===== src/rtl/ea_unit.sv =====
module ea_unit #(
  parameter int WORDS = 4096
) (
  input  logic        clk,
  input  logic        rst_n,
  input  logic        start,
  input  logic        long_fmt,
  input  logic [1:0]  tag,
  input  logic        indirect,
  input  logic [7:0]  disp,
  input  logic [15:0] addr_field,
  input  logic [15:0] iar,
  output logic        rd_en,
  output logic [15:0] rd_addr,
  input  logic [15:0] rd_data,
  output logic [15:0] ea,
  output logic        ea_valid
);
  localparam int AW = $clog2(WORDS);
  localparam logic [15:0] MASK = 16'((32'd1 << AW) - 32'd1);

  typedef enum logic [2:0] {S_IDLE, S_RDX, S_ADDX, S_RDI, S_GETI, S_DONE} st_t;

  st_t         st;
  logic        use_ind;
  logic [1:0]  tg;
  logic [15:0] off, acc;

  wire         idle  = (st == S_IDLE);
  wire         go    = start && idle;
  wire [15:0]  sdisp = {{8{disp[7]}}, disp};
  wire [15:0]  offv  = long_fmt ? addr_field : sdisp;
  wire         indv  = long_fmt && indirect;

  always_ff @(posedge clk or negedge rst_n) begin
    if (!rst_n) begin
      st      <= S_IDLE;
      use_ind <= 1'b0;
      tg      <= 2'd0;
      off     <= 16'd0;
      acc     <= 16'd0;
    end else begin
      case (st)
        S_IDLE: if (go) begin
          use_ind <= indv;
          tg      <= tag;
          off     <= offv;
          if (tag != 2'd0) begin
            st <= S_RDX;
          end else begin
            acc <= long_fmt ? addr_field : iar + sdisp;
            st  <= indv ? S_RDI : S_DONE;
          end
        end
        S_RDX:  st <= S_ADDX;
        S_ADDX: begin
          acc <= rd_data + off;
          st  <= use_ind ? S_RDI : S_DONE;
        end
        S_RDI:  st <= S_GETI;
        S_GETI: begin
          acc <= rd_data;
          st  <= S_DONE;
        end
        default: st <= S_IDLE;
      endcase
    end
  end

  assign rd_en    = (st == S_RDX) || (st == S_RDI);
  assign rd_addr  = (st == S_RDX) ? {14'd0, tg} : (acc & MASK);
  assign ea       = acc & MASK;
  assign ea_valid = (st == S_DONE);

  a_r7_ea_in_range: assert property (@(posedge clk) disable iff (!rst_n)
    ea_valid |-> ((ea & ~MASK) == 16'd0));

  a_r7_rd_in_range: assert property (@(posedge clk) disable iff (!rst_n)
    rd_en |-> ((rd_addr & ~MASK) == 16'd0));

  a_r3_index_word: assert property (@(posedge clk) disable iff (!rst_n)
    (go && tag != 2'd0) |=> (rd_en && rd_addr == {14'd0, $past(tag)}));

  a_r1_no_read_fast: assert property (@(posedge clk) disable iff (!rst_n)
    (go && tag == 2'd0 && !indv) |=> (ea_valid && !rd_en));

  a_r8_valid_pulse: assert property (@(posedge clk) disable iff (!rst_n)
    ea_valid |=> !ea_valid);

  a_r8_hold_result: assert property (@(posedge clk) disable iff (!rst_n)
    ($past(ea_valid) && !$past(go) && !ea_valid) |-> $stable(ea));
endmodule


===== config.mk =====
export PLATFORM = sky130hd
export DESIGN_NAME = ea_unit
export DESIGN_NICKNAME = d
export VERILOG_FILES = /design/src/rtl/ea_unit.sv
export SDC_FILE = /design/constraint.sdc
export NUM_CORES = 1
export LEC_CHECK = 0
export BUFFER_PORTS_ARGS = -buffer_cell sky130_fd_sc_hd__clkbuf_2
export CAP_MARGIN = 20
export CORE_UTILIZATION = 50
export DETAILED_ROUTE_END_ITERATION = 10
export PLACE_DENSITY = 0.85
export SETUP_SLACK_MARGIN = 0.2
export SYNTH_ARGS = -nofsm -noshare
export SYNTH_HDL_FRONTEND = slang
export SYNTH_SLANG_ARGS = --single-unit

===== constraint.sdc =====
create_clock -name clk -period 2.78 [get_ports clk]
set_clock_uncertainty 0.15 [all_clocks]
set_input_delay 0.556 -clock clk [delete_from_list [all_inputs] [get_ports clk]]
set_output_delay 0.556 -clock clk [all_outputs]
set_load 0.01 [all_outputs]

== Word level (Yosys, flattened, before mapping) ==
Index checks and enable logic that the tools add are counted.

* ROM bits: 0
* RAM bits: 0
* Register bits: 30
* Logic and storage cells: 33
* Output and inout bits: 34
* Latch bits: 0
* Memories: 0

* $lt $le $gt $ge: 0
* $add $sub $neg: 2
* Reductions and logical operators: 8
* Shift-type cells: 0
* Div/mod/pow operators: 0
* Equality and inequality tests: 7
* Bitwise operators: 0
* Multipliers: 0
* Muxes and demuxes: 11

{| class="wikitable"
|+ Operator list
! operator !! number
|-
| 12-bit 2-to-1 mux || 5
|-
| 12-bit case mux with 3 select lines || 1
|-
| 12-bit adder || 2
|-
| 3-bit case mux with 5 select lines || 1
|-
| 3-bit 2-to-1 mux || 4
|-
| 3-bit by 2-bit equality test with 1-bit output, second input constant || 2
|-
| 3-bit equality test, second input constant || 2
|-
| 3-bit by 1-bit equality test with 1-bit output, second input constant || 1
|-
| 3-bit logical NOT || 1
|-
| 3-bit AND reduction || 1
|-
| 3-bit nonzero test || 1
|-
| 1-bit logical AND || 2
|-
| 2-bit by 1-bit inequality test with 1-bit output, second input constant || 1
|-
| 2-bit inequality test, second input constant || 1
|-
| 2-bit AND reduction || 1
|-
| 2-bit nonzero test || 1
|-
| 1-bit logical OR || 1
|}

== Logic depth before layout (Yosys ltp) ==
* Depth after elaboration: 5
* Gate-level depth with buffers: 10
* Mapped depth without buffers: 10

== Worst setup path after synthesis ==
No wires, ideal clock.

* Path type: input port to flip-flop
* Start: in disp[0]
* End: reg acc[8]
* Stages on the path: 9
* Path buffers: 0
* Arrival: 2330 ps
* Data required time: 2501 ps
* Setup slack: 171 ps
* Path through: ha_1 -> fa_1 -> a211oi_1 -> o21bai_1 -> a2111oi_0 -> nor3_1 -> xnor2_1 -> a21oi_1 -> a21oi_1

* Word-level cells in the longest chain between the ends: 5

{| class="wikitable"
|+ RTL lines
! what !! line !! text
|-
| from (decl) || 10 || <nowiki>input logic [7:0] disp,</nowiki>
|-
| 12-bit adder || 51 || <nowiki>acc <= long_fmt ? addr_field : iar + sdisp;</nowiki>
|-
| 12-bit 2-to-1 mux || 51 ||
|-
| 12-bit 2-to-1 mux || 48 || <nowiki>if (tag != 2'd0) begin</nowiki>
|-
| 12-bit 2-to-1 mux || 44 || <nowiki>S_IDLE: if (go) begin</nowiki>
|-
| 12-bit case mux with 3 select lines || 43 || <nowiki>case (st)</nowiki>
|-
| to (signal assigned) || 51 ||
|-
| to (signal assigned) || 57 || <nowiki>acc <= rd_data + off;</nowiki>
|-
| to (signal assigned) || 62 || <nowiki>acc <= rd_data;</nowiki>
|-
| to (decl) || 27 || <nowiki>logic [15:0] off, acc;</nowiki>
|}

No other way between the ends. The select of a mux whose other input is x is not followed.
A chain may end at the register's enable or synchronous reset.

== Final worst setup path ==
* Start: in disp[0]
* End: reg acc[10]

The elaborated chain is that of the path after synthesis.

==> impl_metrics.toml <==
[layout]
final_core_util_pct = 63.5
finalInstanceArea_um2 = 3290
diodes = 0
layout_commonest_cell = "clkbuf_2"
instances_no_fill = 478
final_cell_mix = "clkbuf_2 (76), nor2_1 (40), nand2_1 (29), dfrtp_1 (29), a21oi_1 (23)"
nNetsFinal = 494
drive_gt1_share_pct = 28.4
area_growth_syn_to_layout_pct = 20.8

[placed_design]
preCtsSetupSlack_ps = -129
globalplace.congestion = 0.850
dp_cells = 468
io_buffers = 76
placed_area_um2 = 3140
dp_hpwl_um = 5280

[global_routing]
gr-total-overflow = 0
gr-usage-all-layers_pct = 23.6
grt_pass1_vias = 2295
grt_pass1_wl_um = 10200
antenna_found_initial = 0
grt_max_degree = 31

[routing]
first_pass_iters = 5
first_iter_violations = 217
wl_um = 6710
ant_nets = 0
vias = 2710
routedWlPerCell_um = 14.0
drc_errors = 0
via_per_inst = 5.67

[sta]
finalCriticalPeriod_ps = 2540
worst_slack_ps = 240
tightestPinTransition_ps = 754
holdWs_ps = 171
rsz0062_at_grt = "true"
relSlewSlack_pct = 49.7
hold_violations = 0
setup_viol = 0
max_freq_mhz = 394
finalSetupTns_ps = 0
post-route-period-util_pct = 91.4
maxSlewViolCount = 0

[floorplanning]
dieArea_um2 = 5740
core_um2 = 5170
die_h_um = 75.8
row_count = 26
die_w_um = 75.8
initial_core_util_pct = 52.6
io_pins = 97

[logic_synthesis]
syn-instance-count = 331
synthAdderAreaFrac_pct = 11.6
synthArstFlopShare_pct = 100
synth.distinct_cells = 55
synth_mux_area_share_pct = 3.72
ys_warn_count = 0
synth_compound_area_share_pct = 25.0
avgSynthCellArea_um2 = 8.22
synth-seq-area-share_pct = 27.6
synth_seq_cells = 30
syn_area_um2 = 2720
synth-simple-area-share_pct = 20.5
synth_edf_count = 0
ys.flop_type = "dfrtp_1"
synth-xor-area-share_pct = 5.79
synth_top_family_by_area = "compound AO/OA/AOI/OAI gates"

[setup_path]
crit_required_ps = 2800
end_kind = "register"
crit_fanout = 3
cp.arrival_ps = 2560
cp-start-kind = "input port"
path_class = "input port to register"

[pwr]
power_frac_comb_pct = 62.2
vdd_drop_max_mv = 0.401
powerDensity_nw_per_um2 = 987
sequentialPowerShare_pct = 26.2
p_leak_nw = 1.54
p_clk_share_pct = 11.7
total_power_mw = 3.24
switching_share_pct = 45.6
intPower_mw = 1.76
p_switching_mw = 1.48

[outcome]
status = "finished, final reports clean"

[clock_network]
root_buffer = "clkbuf_8"
clk_latency_ps = 290
clockBufferDepth = 2
cts_tree = "built"
ctsHoldBuffers = 0
clock-sinks = 30
h-tree-depth = 2
clkTransAtPathRegs_ps = 70
cts_buffers = 5

[min_path]
min_path_type = "input port to async pin"

[run]
drv_cap = 0
## Yosys cell counts, types with 2 or more instances
cell	number	share of area [%]
a21oi_1	23	4.2
nand2b_1	7	1.6
buf_4	8	2.2
inv_1	5	0.69
o21ai_0	18	3.3
o21a_1	6	1.7
nor2_1	40	5.5
mux2i_1	3	1.1
ha_1	22	10
nand3_1	6	1.1
a22oi_1	2	0.55
xor2_1	5	1.6
nand2_1	29	4.0
a211oi_1	6	1.7
a21o_1	6	1.7
xnor2_1	13	4.2
dfrtp_1	30	28
and2_1	2	0.46
nor2b_1	15	3.4
clkbuf_1	8	1.1
o31a_1	2	0.64
nand4_1	2	0.46
buf_2	5	0.92
nor3_1	10	1.8
fa_1	2	1.5
mux2_2	5	2.1
buf_1	2	0.28
a221oi_1	6	1.9
a31oi_1	13	3.0
o21bai_1	4	1.1
nor3b_1	2	0.55
## flip-flops by register name (all words and copies together), names as in the netlist
register / flops
off: 12
use_ind: 1
acc: 12
st: 3
tg: 2
## final cells by class
cell class | instances | area [um2]
inverters | 6 | 22.5
multi-input cells | 278 | 1870
clock inverters | 2 | 12.5
clock buffers | 6 | 82.6
flip-flops and latches | 30 | 752
fillers | 455 | 1890
repair buffers | 86 | 455
well taps | 70 | 87.6
## per-layer routing
layer | up-vias | share of wire, % | GRT usage (%)
met5 | - | 0 | 0
met4 | 0 | 0.72 | 6.79
met3 | 5 | 7.5 | 4.76
met2 | 128 | 49 | 41.7
met1 | 1232 | 43 | 28.9
li1 | 1345 | - | -
## critical path: stages
cell      delay (ps)
clkbuf_2          90
ha_1             220
fa_2             360
a211oi_2         290
o21bai_2         140
a211oi_2         230
o21bai_1         120
xor2_1           180
a221oi_2         300
nor2_1            70
## cells by family (layout without fill, tap and decap cells)
kind of cell | Yosys count | in the layout
buf+inv | 30 | 100
compound gates | 101 | 101
other cells | 1 | 8
fa+ha+maj | 24 | 24
mux | 9 | 9
xor+xnor | 18 | 18
flops | 30 | 30
simple gates | 118 | 118
## power groups by stage
stage          Sequential, mW  Combinational [mW]  Clock [mW]
6_report                0.849                2.02       0.379
2_1_floorplan           0.812                1.43           0
3_5_place_dp            0.855                1.94           0
5_1_grt                 0.879                2.25       0.396
4_1_cts                 0.847                1.96       0.383
3_3_place_gp            0.838                1.87           0
## timing repair
action / 4_1_cts / 5_1_grt
buffers inserted: 0 / 2
pin swaps: 0 / 1
resized for setup: 3 / 6
setup endpoints to repair: 4 / 4
## worst paths after layout
check,from,slack (ps),to,cells past startpoint
max,disp[0],240,acc[10],10
min,rst_n,170,off[0],1
max reg2reg,off[0],340,acc[10],10
min reg2reg,tg[1],360,tg[1],1
max in group asynchronous,rst_n,1780,st[0],1
min in group clk,tg[1],360,tg[1],1
Power figures use the tool's default switching activity.
